===== src/rtl/coh_pkg.sv =====
package coh_pkg;
   typedef enum logic [1:0] {
      LS_INV = 2'b00,
      LS_VAL = 2'b01,
      LS_MOD = 2'b10
   } line_st_t;

   typedef enum logic [1:0] {
      BC_NONE = 2'b00,
      BC_READ = 2'b01,
      BC_RDX  = 2'b10
   } bus_cmd_t;
endpackage


===== src/rtl/coh_line_array.sv =====
module coh_line_array
   import coh_pkg::*;
#(
   parameter int NUM_LINES = 4,
   parameter int TAG_W     = 6,
   parameter int DATA_W    = 16,
   localparam int IDX_W    = $clog2(NUM_LINES)
) (
   input  logic                      clk,
   input  logic                      rst_n,
   input  logic                      wr_en,
   input  logic [IDX_W-1:0]          wr_idx,
   input  line_st_t                  wr_st,
   input  logic [TAG_W-1:0]          wr_tag,
   input  logic [DATA_W-1:0]         wr_data,
   input  logic [IDX_W-1:0]          a_idx,
   output line_st_t                  a_st,
   output logic [TAG_W-1:0]          a_tag,
   output logic [DATA_W-1:0]         a_data,
   input  logic [IDX_W-1:0]          b_idx,
   output line_st_t                  b_st,
   output logic [TAG_W-1:0]          b_tag,
   output logic [DATA_W-1:0]         b_data,
   output logic [NUM_LINES-1:0][1:0] st_vec
);
   line_st_t            st_q   [NUM_LINES];
   logic [TAG_W-1:0]    tag_q  [NUM_LINES];
   logic [DATA_W-1:0]   data_q [NUM_LINES];

   for (genvar g = 0; g < NUM_LINES; g++) begin : g_line
      always_ff @(posedge clk) begin
         if (!rst_n) begin
            st_q[g]   <= LS_INV;
            tag_q[g]  <= '0;
            data_q[g] <= '0;
         end else if (wr_en && (wr_idx == IDX_W'(g))) begin
            st_q[g]   <= wr_st;
            tag_q[g]  <= wr_tag;
            data_q[g] <= wr_data;
         end
      end
      assign st_vec[g] = st_q[g];
   end

   assign a_st   = st_q[a_idx];
   assign a_tag  = tag_q[a_idx];
   assign a_data = data_q[a_idx];
   assign b_st   = st_q[b_idx];
   assign b_tag  = tag_q[b_idx];
   assign b_data = data_q[b_idx];
endmodule


===== src/rtl/coh_policy.sv =====
module coh_policy
   import coh_pkg::*;
#(
   parameter int IDX_W  = 2,
   parameter int TAG_W  = 6,
   parameter int DATA_W = 16,
   localparam int ADDR_W = TAG_W + IDX_W
) (
   input  logic              cpu_valid,
   input  logic              cpu_write,
   input  logic [TAG_W-1:0]  cpu_tag,
   input  logic [IDX_W-1:0]  cpu_idx,
   input  logic [DATA_W-1:0] cpu_wdata,
   input  line_st_t          cl_st,
   input  logic [TAG_W-1:0]  cl_tag,
   input  logic [DATA_W-1:0] cl_data,
   input  logic [DATA_W-1:0] fill_data,
   input  logic              snp_valid,
   input  logic              snp_inv,
   input  logic [TAG_W-1:0]  snp_tag,
   input  logic [IDX_W-1:0]  snp_idx,
   input  line_st_t          sl_st,
   input  logic [TAG_W-1:0]  sl_tag,
   input  logic [DATA_W-1:0] sl_data,
   output logic              cpu_hit,
   output logic              snp_hit,
   output bus_cmd_t          bus_cmd,
   output logic              wr_en,
   output logic [IDX_W-1:0]  wr_idx,
   output line_st_t          wr_st,
   output logic [TAG_W-1:0]  wr_tag,
   output logic [DATA_W-1:0] wr_data,
   output logic              done_d,
   output logic [DATA_W-1:0] rdata_d,
   output logic              wb_d,
   output logic [ADDR_W-1:0] wb_addr_d,
   output logic [DATA_W-1:0] wb_data_d,
   output logic              sup_d
);
   assign cpu_hit = (cl_st != LS_INV) && (cl_tag == cpu_tag);
   assign snp_hit = (sl_st != LS_INV) && (sl_tag == snp_tag);

   always_comb begin
      bus_cmd   = BC_NONE;
      wr_en     = 1'b0;
      wr_idx    = cpu_idx;
      wr_st     = cl_st;
      wr_tag    = cl_tag;
      wr_data   = cl_data;
      done_d    = 1'b0;
      rdata_d   = '0;
      wb_d      = 1'b0;
      wb_addr_d = '0;
      wb_data_d = '0;
      sup_d     = 1'b0;
      if (snp_valid) begin
         wr_idx  = snp_idx;
         wr_tag  = sl_tag;
         wr_data = sl_data;
         wr_st   = sl_st;
         if (snp_hit && (sl_st == LS_MOD)) begin
            sup_d     = 1'b1;
            wb_d      = 1'b1;
            wb_addr_d = {snp_tag, snp_idx};
            wb_data_d = sl_data;
            wr_en     = 1'b1;
            wr_st     = LS_VAL;
         end
         if (snp_hit && snp_inv) begin
            wr_en = 1'b1;
            wr_st = LS_INV;
         end
      end else if (cpu_valid) begin
         done_d = 1'b1;
         if (cpu_write) begin
            wr_en   = 1'b1;
            wr_st   = LS_MOD;
            wr_tag  = cpu_tag;
            wr_data = cpu_wdata;
            if (!(cpu_hit && (cl_st == LS_MOD)))
               bus_cmd = BC_RDX;
         end else if (cpu_hit) begin
            rdata_d = cl_data;
         end else begin
            bus_cmd = BC_READ;
            wr_en   = 1'b1;
            wr_st   = LS_VAL;
            wr_tag  = cpu_tag;
            wr_data = fill_data;
            rdata_d = fill_data;
         end
         if (!cpu_hit && (cl_st == LS_MOD)) begin
            wb_d      = 1'b1;
            wb_addr_d = {cl_tag, cpu_idx};
            wb_data_d = cl_data;
         end
      end
   end
endmodule


===== src/rtl/coh_snoop_ctl.sv =====
module coh_snoop_ctl
   import coh_pkg::*;
#(
   parameter int ADDR_W    = 8,
   parameter int DATA_W    = 16,
   parameter int NUM_LINES = 4
) (
   input  logic              clk,
   input  logic              rst_n,
   input  logic              cpu_valid,
   input  logic              cpu_write,
   input  logic [ADDR_W-1:0] cpu_addr,
   input  logic [DATA_W-1:0] cpu_wdata,
   output logic              cpu_ready,
   output logic              cpu_done,
   output logic [DATA_W-1:0] cpu_rdata,
   output logic              bus_req_valid,
   output logic [1:0]        bus_req_cmd,
   output logic [ADDR_W-1:0] bus_req_addr,
   input  logic [DATA_W-1:0] bus_fill_data,
   input  logic              snp_valid,
   input  logic              snp_cmd,
   input  logic [ADDR_W-1:0] snp_addr,
   output logic              snp_supply,
   output logic [DATA_W-1:0] snp_data,
   output logic              wb_valid,
   output logic [ADDR_W-1:0] wb_addr,
   output logic [DATA_W-1:0] wb_data
);
   localparam int IDX_W = $clog2(NUM_LINES);
   localparam int TAG_W = ADDR_W - IDX_W;

   if (NUM_LINES < 2 || (1 << IDX_W) != NUM_LINES) begin : g_bad_lines
      $error("NUM_LINES must be a power of two of at least 2");
   end
   if (ADDR_W <= IDX_W) begin : g_bad_addr
      $error("ADDR_W must exceed the index width");
   end

   logic [IDX_W-1:0]  cpu_idx, snp_idx;
   logic [TAG_W-1:0]  cpu_tag, snp_tag;
   line_st_t          cl_st, sl_st, wr_st;
   logic [TAG_W-1:0]  cl_tag, sl_tag, wr_tag;
   logic [DATA_W-1:0] cl_data, sl_data, wr_data;
   logic              wr_en, cpu_hit, snp_hit;
   logic [IDX_W-1:0]  wr_idx;
   logic [NUM_LINES-1:0][1:0] st_vec;
   bus_cmd_t          bus_cmd;
   logic              done_d, wb_d, sup_d;
   logic [DATA_W-1:0] rdata_d, wb_data_d;
   logic [ADDR_W-1:0] wb_addr_d;

   assign cpu_idx = cpu_addr[IDX_W-1:0];
   assign cpu_tag = cpu_addr[ADDR_W-1:IDX_W];
   assign snp_idx = snp_addr[IDX_W-1:0];
   assign snp_tag = snp_addr[ADDR_W-1:IDX_W];

   coh_line_array #(.NUM_LINES(NUM_LINES), .TAG_W(TAG_W), .DATA_W(DATA_W)) u_lines (
      .clk(clk), .rst_n(rst_n),
      .wr_en(wr_en), .wr_idx(wr_idx), .wr_st(wr_st), .wr_tag(wr_tag), .wr_data(wr_data),
      .a_idx(cpu_idx), .a_st(cl_st), .a_tag(cl_tag), .a_data(cl_data),
      .b_idx(snp_idx), .b_st(sl_st), .b_tag(sl_tag), .b_data(sl_data),
      .st_vec(st_vec)
   );

   coh_policy #(.IDX_W(IDX_W), .TAG_W(TAG_W), .DATA_W(DATA_W)) u_policy (
      .cpu_valid(cpu_valid), .cpu_write(cpu_write), .cpu_tag(cpu_tag), .cpu_idx(cpu_idx),
      .cpu_wdata(cpu_wdata), .cl_st(cl_st), .cl_tag(cl_tag), .cl_data(cl_data),
      .fill_data(bus_fill_data), .snp_valid(snp_valid), .snp_inv(snp_cmd),
      .snp_tag(snp_tag), .snp_idx(snp_idx), .sl_st(sl_st), .sl_tag(sl_tag), .sl_data(sl_data),
      .cpu_hit(cpu_hit), .snp_hit(snp_hit), .bus_cmd(bus_cmd),
      .wr_en(wr_en), .wr_idx(wr_idx), .wr_st(wr_st), .wr_tag(wr_tag), .wr_data(wr_data),
      .done_d(done_d), .rdata_d(rdata_d), .wb_d(wb_d), .wb_addr_d(wb_addr_d),
      .wb_data_d(wb_data_d), .sup_d(sup_d)
   );

   assign cpu_ready     = !snp_valid;
   assign bus_req_valid = (bus_cmd != BC_NONE);
   assign bus_req_cmd   = bus_cmd;
   assign bus_req_addr  = cpu_addr;

   always_ff @(posedge clk) begin
      if (!rst_n) begin
         cpu_done   <= 1'b0;
         cpu_rdata  <= '0;
         wb_valid   <= 1'b0;
         wb_addr    <= '0;
         wb_data    <= '0;
         snp_supply <= 1'b0;
         snp_data   <= '0;
      end else begin
         cpu_done   <= done_d;
         cpu_rdata  <= rdata_d;
         wb_valid   <= wb_d;
         wb_addr    <= wb_addr_d;
         wb_data    <= wb_data_d;
         snp_supply <= sup_d;
         snp_data   <= sup_d ? sl_data : '0;
      end
   end

   // an accepted write leaves its line Modified
   p_write_owns_r4: assert property (@(posedge clk) disable iff (!rst_n)
      (cpu_valid && !snp_valid && cpu_write) |=> (st_vec[$past(cpu_idx)] == LS_MOD));

   // a miss over a Modified line produces a write-back
   p_evict_mod_wb_r5: assert property (@(posedge clk) disable iff (!rst_n)
      (cpu_valid && !snp_valid && !cpu_hit && (cl_st == LS_MOD)) |=> wb_valid);

   // a snooped read of a Modified line leaves it Valid
   p_snoop_read_clean_r6: assert property (@(posedge clk) disable iff (!rst_n)
      (snp_valid && !snp_cmd && snp_hit && (sl_st == LS_MOD)) |=>
         (st_vec[$past(snp_idx)] == LS_VAL));

   // supplied data always goes to memory as well
   p_supply_with_wb_r6: assert property (@(posedge clk) disable iff (!rst_n)
      snp_supply |-> (wb_valid && (wb_data == snp_data)));

   // a snooped invalidate that hits clears the line
   p_snoop_inv_clear_r7: assert property (@(posedge clk) disable iff (!rst_n)
      (snp_valid && snp_cmd && snp_hit) |=> (st_vec[$past(snp_idx)] == LS_INV));

   // no bus request from a processor request that was not taken
   p_no_req_in_snoop_r9: assert property (@(posedge clk) disable iff (!rst_n)
      bus_req_valid |-> (cpu_valid && !snp_valid));
endmodule


===== config.mk =====
export PLATFORM = sky130hd
export DESIGN_NAME = coh_snoop_ctl
export DESIGN_NICKNAME = d
export VERILOG_FILES = /design/src/rtl/coh_pkg.sv /design/src/rtl/coh_line_array.sv /design/src/rtl/coh_policy.sv /design/src/rtl/coh_snoop_ctl.sv
export SDC_FILE = /design/constraint.sdc
export NUM_CORES = 1
export LEC_CHECK = 0
export BUFFER_PORTS_ARGS = -buffer_cell sky130_fd_sc_hd__buf_2
export CAP_MARGIN = 20
export CORE_UTILIZATION = 40
export CTS_CLUSTER_SIZE = 30
export DETAILED_ROUTE_END_ITERATION = 6
export GPL_TIMING_DRIVEN = 0
export SETUP_SLACK_MARGIN = 0.02
export SYNTH_ARGS = -nofsm -noshare
export SYNTH_HDL_FRONTEND = slang
export SYNTH_HIERARCHICAL = 1
export SYNTH_SLANG_ARGS = --single-unit
export TNS_END_PERCENT = 100

===== constraint.sdc =====
create_clock -name clk -period 9.8 [get_ports clk]
set_input_delay 0.98 -clock clk [delete_from_list [all_inputs] [get_ports clk]]
set_output_delay 0.98 -clock clk [all_outputs]
set_load 0.01 [all_outputs]

* Yosys cells after proc, flatten, opt, wreduce, memory -nomap -nowiden
Memory sizes are Yosys's and may differ from the RTL's. Index checks and enable logic that the tools add are counted.
Word-level totals: logic and storage cells 114, memories kept 3, bits in writable memories 96, output and inout port bits 71, input bits 54, register bits 59
Cells by class: equality and inequality tests 7, reduce and logical (&&, ||, !) cells 19, mux-type cells 64, bitwise operators 14
Memory list:
- u_lines.data_q | words 4, bits a word 16, rd ports 2, clocked after memory_dff 0, write ports 4, line coh_line_array.sv:28 | logic [DATA_W-1:0] data_q [NUM_LINES];
- u_lines.tag_q | words 4, bits a word 6, rd ports 2, clocked after memory_dff 0, write ports 4, line coh_line_array.sv:27 | logic [TAG_W-1:0] tag_q [NUM_LINES];
- u_lines.st_q | words 4, bits a word 2, rd ports 2, clocked after memory_dff 0, write ports 4, line coh_line_array.sv:26 | line_st_t st_q [NUM_LINES];
Operators with widths (count):
- 2-to-1 mux 16 bit | 12
- 2-to-1 mux 6 bit | 8
- 2-to-1 mux 8 bit | 4
- 2-to-1 mux 2 bit | 15
- 2-to-1 mux 1 bit | 25
- equality test 6 bit | 2
- OR 1 bit | 12
- logical AND 1 bit | 10
- equality test 2 bit (second input constant) | 4
- nonzero test 2 bit | 3
- OR reduction 4 bit | 1
- equality test 2 x 1 -> 1 bit (second input constant) | 1
- logical NOT 1 bit | 2
- logical NOT 2 bit | 1
- inverter 1 bit | 2
- AND reduction 2 bit | 1
- OR reduction 2 bit | 1

* Logic depth before layout (Yosys ltp)
Gate-level depths: netlist (run 1). An unclocked memory read counts as a cell.
depth in word-level cells 12, depth in mapped cells 13, depth with buffers taken out 8

* Cells and area by module
Netlist (run 1), hierarchy kept.
Modules (own cells, without submodules):
- coh_line_array | area each 4853.4 um2, sequential area each 2882.8 um2, times used 1, cells an instance 271
- coh_snoop_ctl | area each 1671.6 um2, sequential area each 1181.1 um2, times used 1, cells an instance 135
- coh_policy | area each 1408.9 um2, sequential area each 0.0 um2, times used 1, cells an instance 212

* Least setup slack after synthesis (run 1)
Ideal clock, no wire load.
path type input-to-reg, start in cpu_addr[0], end mem u_lines.data_q[2][0], enable pin, arrival 4522 ps, data required time 9362 ps, stages 12, slack 4840 ps, library setup time 438 ps, buffers on the path 4, cell sequence buf_6 buf_12 mux4_2 nand2b_1 o221ai_1 or4_1 clkbuf_1 buf_2 o21ai_0 nand2_1 nand2_1 o21ai_0
RTL lines:
- start: declaration | line coh_snoop_ctl.sv:12 | input logic [ADDR_W-1:0] cpu_addr,
- end: declaration | line coh_line_array.sv:28

* Worst setup path after layout (run 1)
start in cpu_addr[1], end out bus_req_valid
Between the ends: longest elaborated chain between the ends 9, elaborated cells between the ends (all ways) 13, classes of those cells 2 x eq/ne; 5 x mux; 4 x reduce/logical; 2 x memory
RTL lines:
- memory read (4 x 6 bit) (*)
- named net cl_tag[1] | line coh_snoop_ctl.sv:43 | logic [TAG_W-1:0] cl_tag, sl_tag, wr_tag;
- equality test 6 bit (*) | line coh_policy.sv:40 | assign cpu_hit = (cl_st != LS_INV) && (cl_tag == cpu_tag);
- logical AND 1 bit (*) | line coh_policy.sv:40
- logical AND 1 bit | line coh_policy.sv:80 | if (!(cpu_hit && (cl_st == LS_MOD)))
- 2-to-1 mux 2 bit | line coh_policy.sv:80
- 2-to-1 mux 2 bit (*) | line coh_policy.sv:75 | if (cpu_write) begin
- 2-to-1 mux 2 bit (*) | line coh_policy.sv:73 | end else if (cpu_valid) begin
- 2-to-1 mux 2 bit (*) | line coh_policy.sv:56 | if (snp_valid) begin
- nonzero test 2 bit (*) | line coh_snoop_ctl.sv:78 | assign bus_req_valid = (bus_cmd != BC_NONE);
- end: declaration | line coh_snoop_ctl.sv:17 | output logic bus_req_valid,
Mark *: on every way through the listed nets, which the timed path passes. The rest lies on a longest branch.

==> results of run 1 <==
worst min-delay path, delay by kind of cell (launching register included):
kind          cells  cell delay (ns)
simple gates      1             0.16
flops             1             0.34
mux               1             0.28
per-stage QoR:
| step | util (%) | instances | area (µm²) | hold slack, ns |
|---|---|---|---|---|
| after floorplan | - | 616 | 7920 | 0.723 |
| after global placement | 45.6 | 1005 | 8870 | 0.766 |
| after detailed placement | 46.4 | 1009 | 9030 | 0.784 |
| after CTS | 49.7 | 1041 | 9680 | 0.807 |
| after global routing | 49.8 | 1042 | 9680 | 0.841 |
| final | 49.8 | 1042 | 9680 | 0.808 |
cell type report:
cell class | instances | area (µm²) | share of cell area, %
Sequential cell | 155 | 4060 | 42.0
Multi-Input combinational cell | 394 | 3490 | 36.0
Timing Repair Buffer | 129 | 738 | 7.62
Clock buffer | 18 | 429 | 4.43
Buffer | 57 | 380 | 3.93
Tap cell | 265 | 332 | 3.42
Clock inverter | 14 | 218 | 2.25
Inverter | 10 | 37.5 | 0.388
worst min path at each step:
stage                                      from           end  depth (start not counted)
final                     u_lines/data_q[3][13]  snp_data[13]                          2
after global placement     u_lines/data_q[2][0]   snp_data[0]                          2
after CTS                  u_lines/data_q[0][1]   snp_data[1]                          2
after detailed placement   u_lines/data_q[2][2]   snp_data[2]                          2
after global routing      u_lines/data_q[3][13]  snp_data[13]                          2
after floorplan            u_lines/data_q[2][0]   snp_data[0]                          2
power groups by stage:
stage	combinational (µW)	sequential [µW]	clock [µW]
after global routing	218	728	754
after global placement	190	740	0
after CTS	202	725	730
after detailed placement	202	739	0
final	205	726	719
after floorplan	122	738	0
metal layers:
metal	track usage, %	up-vias	routed length (µm)
li1	-	2560	-
met1	30.5	2807	9530
met2	34.5	273	9960
met3	3.99	34	1820
met4	8.49	0	451
met5	0	-	0
state kept, by name, indices dropped and copies added, names as in the netlist:
| signal | flops |
|---|---|
| u_lines/data_q | 64 |
| snp_supply | 1 |
| snp_data | 16 |
| cpu_done | 1 |
| cpu_rdata | 16 |
| u_lines/st_q | 8 |
| wb_valid | 1 |
| u_lines/tag_q | 24 |
| wb_data | 16 |
| wb_addr | 8 |
cell usage in the layout (no fill, tap or decap), drive strengths merged, types with 2 or more instances in the layout:
master	instances
mux2	9
clkbuf	43
inv	12
a21oi	16
and2	140
nor2	18
or2	3
nand2	25
xor2	2
and3	18
o21ai	9
a22o	22
and4b	3
nor2b	18
mux4	48
buf	161
clkinv	5
nand2b	4
mux2i	19
edfxtp	96
o221ai	18
xnor2	7
bufinv	5
clkinvlp	2
dfxtp	59
o2bb2ai	2
==> flow_metrics.tcl, run 1 <==
set metrics [dict create \
    viasPerCell 5.45 \
    clk_pin_slew_ns 0.06 \
    grt-ovfl-total 0 \
    cts_buffers 17 \
    syn-instance-count 616 \
    ctsLongestPathBuffers 2 \
    r2r-start "u_lines/tag_q[1][5]" \
    worstSetupStartpoint "cpu_addr[1]" \
    fmax_mhz 198 \
    mappedNetlistArea_um2 7920 \
    root_buffer "clkbuf_16" \
    rsz0062_at_grt "false" \
    yosysWarningCount 6 \
    maxSlewViolCount 0 \
    p_sw_uw 393 \
    critPathLaunchType "primary input" \
    path_depth 12 \
    drv_cap 0 \
    p_leak_uw 0.00416 \
    tns_ns 0 \
    cp_max_fo 10 \
    portBuffers 124 \
    total_power_uw 1650 \
    htreeDepth 4 \
    dr.pass1.iters 5 \
    critical_path.cell_chain "buf_2 > clkbuf_1 > buf_2 > mux4_2 > xnor2_1 > nand2_1 > or4_1 > clkbuf_1 > buf_2 > o211a_1 > or2_2 > buf_2" \
    ir_drop_mv 0.0886 \
    status "completed" \
    cp-end-kind "output port" \
    hold_class "reg2reg" \
    fin_nets 818 \
    clock_skew_ns 0.00741 \
    die-area_um2 20400 \
    setup_slack_ns 4.75 \
    die_y_um 143 \
    power_frac_comb_pct 12.4 \
    arrival_ns 4.07 \
    route.detailed.drc 0 \
    track_usage_pct 22.1 \
    clock_power_share_pct 43.6 \
    drive_gt1_share_pct 34.6 \
    synth_nets 670 \
    tightest_slew_ns 0.712 \
    grt_pass1_vias 5503 \
    final_hold_viol_count 0 \
    vias 5674 \
    rr_endpoint "u_lines/data_q[1][15]" \
    r2r_cells 11 \
    seqPwrFrac_pct 44.0 \
    grt_pass1_wl_um 32300 \
    hold_buffers 0 \
    slowest_stage "or4_1" \
    post-dp-hpwl_um 16300 \
    path_common_cell "buf_2" \
    finalCritPeriodShare_pct 51.5 \
    path_class "in2out" \
    ant_nets 0 \
    area_growth_syn_to_layout_pct 22.2 \
    clock-sinks 155 \
    intPower_uw 1260 \
    antenna_found_initial 0 \
    fin_crit_ns 5.05 \
    path_buf_inv 6 \
    critPathMaxStageDelay_ns 0.52 \
    cts.repair.resized 0 \
    postCtsSetupRepairBufs 0 \
    io_pins 125 \
    die_w_um 143 \
    clk_latency_ns 0.43 \
    wl_per_cell_um 20.9 \
    swShare_pct 23.8 \
    slew_headroom_pct 52.0 \
    wl_um 21800 \
    setup_violations 0 \
    syn_area_per_cell_um2 12.9 \
    initial_core_util_pct 40.7 \
    grt_max_degree 18 \
    num_rows 51 \
    power.density_nw_per_um2 170 \
    place.gp.congestion 0.916 \
    antennaDiodeCount 0 \
    coreArea_um2 19500 \
    critical_path.top_delay_family "buffers and inverters" \
    crit_required_ns 8.82 \
    dp_slack_ns 4.78 \
    cts_tree "built" \
    drt-initial-drc-count 473 \
    r2r_slack_ns 5.89 \
    fillCellCount 1718 \
    endpoint "bus_req_valid" \
]
No activity file was read; power rests on OpenSTA's default activity.
==> inputs of run 2 (changes only) <==
==> constraint.sdc (replaced) <==
create_clock -name clk -period 4.3 [get_ports clk]
set_input_delay 0.43 -clock clk [delete_from_list [all_inputs] [get_ports clk]]
set_output_delay 0.43 -clock clk [all_outputs]
set_load 0.01 [all_outputs]
==> run 2 against run 1 <==
Against the previous run: die area stayed put; worst hold slack worse by 0.44 ns; clock-buffer cell count is 1 lower; wire length is 2.7% lower; global-route usage is 0.29 points lower; flip-flop and latch count stayed put; core utilization is 0.096 points lower; clock power is 120% higher; via count is 2.6% lower; register-to-register slack worse by 5.4 ns.
==> flow_metrics.tcl, run 2 (same netlist as run 1, synthesis figures left out) <==
set metrics [dict create \
    status "completed" \
    m1WireLength_um 9430 \
    route.detailed.drc 0 \
    hold_start "snp_addr[6]" \
    cp-end-kind "output port" \
    rsz0062_at_grt "false" \
    r2r-start "u_lines/tag_q[1][5]" \
    htreeDepth 4 \
    vias 5528 \
    largest_reg_flops 64 \
    die_y_um 143 \
    die-area_um2 20400 \
    grt_max_degree 18 \
    r2r_cells 11 \
    worst_hold_slack_ns 0.372 \
    fin_crit_ns 3.92 \
    post-dp-hpwl_um 16300 \
    final_cell_mix "138 x buf_2, 126 x and2_1, 96 x edfxtp_1" \
    fmax_mhz 255 \
    dr_wl_met3_um 1320 \
    cts_buffers 17 \
    ctsLongestPathBuffers 2 \
    viasPerCell 5.31 \
    top_regs "u_lines/data_q (64), u_lines/tag_q (24)" \
    grt-ovfl-total 0 \
    track_usage_pct 21.8 \
    hold_class "in2reg" \
    io_pins 125 \
    clock_skew_ns 0.00715 \
    cts_tree "built" \
    clk_pin_slew_ns 0.06 \
    dr.pass1.iters 5 \
    regMostFlops "u_lines/data_q" \
    num_rows 51 \
    drv_cap 0 \
    p_leak_uw 0.00416 \
    postCtsSetupRepairBufs 0 \
    setup_violations 0 \
    path_class "in2out" \
    final_hold_viol_count 0 \
    r2r_slack_ns 0.54 \
    cts.repair.resized 0 \
    ir_drop_mv 0.255 \
    crit_required_ns 3.87 \
    hold_end "wb_addr[6]" \
    root_buffer "clkbuf_16" \
    tightest_slew_ns 1.00 \
    cp_max_fo 10 \
    critPathLaunchType "primary input" \
    top_layer "met4" \
    antennaDiodeCount 0 \
    setup_slack_ns 0.384 \
    slew_headroom_pct 32.6 \
    hold_buffers 0 \
    clock-sinks 155 \
    dp_slack_ns 0.0229 \
    area_growth_syn_to_layout_pct 22.0 \
    drive_gt1_share_pct 34.5 \
    whs_path_depth 3 \
    initial_core_util_pct 40.7 \
    rr_endpoint "u_lines/data_q[1][5]" \
    fin_nets 817 \
    wl_met2_um 10100 \
    grt_pass1_wl_um 31800 \
    portBuffers 124 \
    grt_pass1_vias 5408 \
    wl_um 21200 \
    die_w_um 143 \
    layout_commonest_cell "buf_2" \
    ant_nets 0 \
    coreArea_um2 19500 \
    clk_latency_ns 0.43 \
    drt-initial-drc-count 459 \
    power.density_nw_per_um2 385 \
    place.gp.congestion 0.892 \
    antenna_found_initial 0 \
    maxSlewViolCount 0 \
    arrival_ns 3.49 \
    wl_per_cell_um 20.4 \
    finalCritPeriodShare_pct 91.1 \
]
[run 2: worst max-delay path, stage by stage]
cell and delay (ns):
buf_2 0.12, clkbuf_1 0.29, buf_2 0.39, mux4_2 0.42, xnor2_1 0.17, nand2_1 0.11
or4_1 0.52, clkbuf_1 0.12, buf_2 0.21, o211a_1 0.26, or2_2 0.29, buf_2 0.14
[run 2: layout make-up]
cell class / instances / area [µm²]
fillers: 1727 / 9800
clock buffers: 17 / 425
multi-input cells: 394 / 3490
clock inverters: 15 / 210
repair buffers: 128 / 731
well taps: 265 / 332
flip-flops and latches: 155 / 4060
inverters: 10 / 37.5
plain buffers: 57 / 380
[run 2: how the worst max path moves through the flow]
stage / start / endpoint / slack (ns) / depth (start not counted)
6_report: cpu_addr[1] / bus_req_valid / 0.38 / 12
4_1_cts: cpu_addr[1] / bus_req_valid / 0.39 / 12
5_1_grt: cpu_addr[1] / u_lines/data_q[3][2] / 0.18 / 14
3_5_place_dp: cpu_addr[1] / u_lines/data_q[1][5] / 0.02 / 14
3_3_place_gp: cpu_addr[1] / u_lines/data_q[2][5] / -2.36 / 13
2_1_floorplan: cpu_addr[0] / u_lines/data_q[2][0] / -0.10 / 12
[run 2: power breakdown]
group / internal [µW] / switching (µW)
Clock: 985 / 619
Combinational: 200 / 264
Sequential: 1630 / 21.8
[run 2: routing by layer]
layer  up-vias  GRT usage, %
met5         -             0
met4         0          6.62
met3        23          3.72
met2       198          35.7
met1      2757          29.5
li1       2550             -
[run 2: metrics by stage]
stage | utilization, % | power [µW] | instances | cell area [µm²] | setup TNS, ns
floorplan | - | 1960 | 616 | 7920 | -4.80
global placement | 45.6 | 2120 | 1005 | 8870 | -162.16
detailed placement | 46.4 | 2140 | 1009 | 9030 | 0
CTS | 49.7 | 3740 | 1041 | 9670 | 0
global route | 49.7 | 3830 | 1041 | 9670 | 0
finish | 49.7 | 3720 | 1041 | 9670 | 0
==> inputs of run 3 (changes only) <==
--- a/config.mk
+++ b/config.mk
@@ -11,7 +11,9 @@
 export CTS_CLUSTER_SIZE = 30
 export DETAILED_ROUTE_END_ITERATION = 6
 export GPL_TIMING_DRIVEN = 0
+export MAX_ROUTING_LAYER = met4
 export SETUP_SLACK_MARGIN = 0.02
+export SLEW_MARGIN = 20
 export SYNTH_ARGS = -nofsm -noshare
 export SYNTH_HDL_FRONTEND = slang
 export SYNTH_HIERARCHICAL = 1
==> run 3 against run 2 <==
Against the previous run: flip-flop and latch count unchanged; clock skew about the same; fmax about the same; highest routed layer unchanged; register-to-register slack worse by 0.14 ns; sequential share of layout area down 0.13 points; clock-buffer cell count up 1; sequential power about the same; design area up 0.31%; global-route usage up 0.51 points; core utilization up 0.15 points; non-clock buffer count unchanged; largest power group is now clock.
==> flow_metrics.tcl, run 3 (same netlist as run 1, synthesis figures left out) <==
set metrics [dict create \
    status "completed" \
    regMostFlops "u_lines/data_q" \
    drv_cap 0 \
    grt_pass1_wl_um 31800 \
    root_buffer "clkbuf_16" \
    postCtsSetupRepairBufs 0 \
    finalCritPeriodShare_pct 91.1 \
    die_w_um 143 \
    grt_max_degree 19 \
    critPathLaunchType "primary input" \
    maxSlewViolCount 0 \
    p_sw_uw 871 \
    worstSetupStartpoint "cpu_addr[1]" \
    final_cell_mix "138 x buf_2, 126 x and2_1, 96 x edfxtp_1" \
    wl_um 21000 \
    r2r_slack_ns 0.40 \
    slew_headroom_pct 27.6 \
    endpoint "u_lines/data_q[3][2]" \
    grt-ovfl-total 0 \
    top_regs "u_lines/data_q (64), u_lines/tag_q (24)" \
    viasPerCell 5.26 \
    antenna_found_initial 0 \
    power_frac_comb_pct 12.2 \
    hold_buffers 0 \
    route.detailed.drc 0 \
    worst_hold_slack_ns 0.375 \
    clk_pin_slew_ns 0.06 \
    crit_required_ns 4.47 \
    grt_pass1_vias 5408 \
    cp_max_fo 10 \
    r2r_cells 11 \
    dr.pass1.iters 5 \
    ir_drop_mv 0.220 \
    path_class "in2reg" \
    antennaDiodeCount 0 \
    drive_gt1_share_pct 34.6 \
    stdcell_count 1040 \
    io_pins 125 \
    die-area_um2 20400 \
    ant_nets 0 \
    clock-sinks 155 \
    seqPwrFrac_pct 43.6 \
    hold_class "in2reg" \
    area_growth_syn_to_layout_pct 22.4 \
    swShare_pct 23.0 \
    rsz0062_at_grt "false" \
    cts_buffers 17 \
    dp_slack_ns -0.0309 \
    final_hold_viol_count 0 \
    fin_nets 817 \
    cp-end-kind "flop" \
    p_leak_uw 0.00417 \
    track_usage_pct 22.3 \
    rr_endpoint "u_lines/data_q[3][2]" \
    tightest_slew_ns 1.07 \
    post-dp-hpwl_um 16200 \
    wl_per_cell_um 20.2 \
    fin_crit_ns 3.92 \
    fmax_mhz 255 \
    cts.repair.resized 0 \
    clock_power_share_pct 44.3 \
    power.density_nw_per_um2 391 \
    drt-initial-drc-count 536 \
    num_rows 51 \
    place.gp.congestion 0.896 \
    r2r-start "u_lines/tag_q[1][5]" \
    layout_commonest_cell "buf_2" \
    arrival_ns 4.09 \
    fin_util_pct 49.8 \
    dp.cells 1009 \
    vias 5474 \
    tns_ns 0 \
    portBuffers 124 \
    initial_core_util_pct 40.7 \
    die_y_um 143 \
    cts_tree "built" \
    ctsLongestPathBuffers 2 \
    setup_slack_ns 0.381 \
    intPower_uw 2920 \
    htreeDepth 4 \
    coreArea_um2 19500 \
    largest_reg_flops 64 \
    clock_skew_ns 0.00754 \
    setup_violations 0 \
    clk_latency_ns 0.42 \
]
[run 3: changes by cell type in the layout (fill, tap and decap cells not counted)]
| cell | change |
|---|---|
| bufinv_16 | +2 |
| clkinv_1 | -2 |
| inv_6 | -1 |
| clkbuf_1 | +1 |
| inv_8 | -2 |
| clkinv_2 | +1 |
[run 3: power groups by stage]
| stage | sequential, µW | clock, µW | combinational [µW] |
|---|---|---|---|
| CTS | 1650 | 1700 | 459 |
| global placement | 1690 | 0 | 431 |
| floorplan | 1680 | 0 | 279 |
| finish | 1650 | 1680 | 462 |
| detailed placement | 1680 | 0 | 459 |
| global route | 1660 | 1750 | 495 |
[run 3: worst min path at each step]
stage | from | end | slack (ns) | cells after the start
after floorplan | cpu_addr[0] | wb_addr[0] | 0.65 | 2
after global placement | u_lines/data_q[1][0] | snp_data[0] | 0.77 | 2
after detailed placement | u_lines/data_q[2][1] | snp_data[1] | 0.78 | 2
after CTS | snp_addr[2] | wb_addr[2] | 0.36 | 3
after global routing | snp_addr[4] | wb_addr[4] | 0.38 | 3
final | snp_addr[2] | wb_addr[2] | 0.38 | 3
[run 3: area by class of cell]
type | count | area [µm²]
fillers | 1736 | 9770
plain buffers | 57 | 380
inverters | 10 | 37.5
flip-flops and latches | 155 | 4060
clock buffers | 18 | 429
clock inverters | 13 | 236
repair buffers | 128 | 731
well taps | 265 | 332
multi-input cells | 394 | 3490
[run 3: critical path, stage by stage]
cell,delay (ns)
buf_2,0.12
clkbuf_1,0.28
buf_2,0.38
mux4_2,0.44
xnor2_1,0.16
nand2_1,0.10
or4_1,0.52
clkbuf_1,0.12
buf_2,0.21
o21ai_0,0.22
nand2_1,0.17
and4_1,0.35
clkbuf_1,0.32
and2_1,0.26
[run 3: per-stage QoR]
stage                     total power (µW)  cell area [µm²]
after floorplan                       1960             7920
after global placement                2120             8870
after detailed placement              2140             9030
after CTS                             3820             9700
after global routing                  3910             9700
final                                 3790             9700
[run 3: layer usage]
metal	vias up	GRT usage [%]	share of wire (%)
met1	2702	30.2	46
met3	24	3.62	6.1
met4	0	6.90	1.4
met2	191	34.4	46
li1	2557	-	-
met5	-	-	0
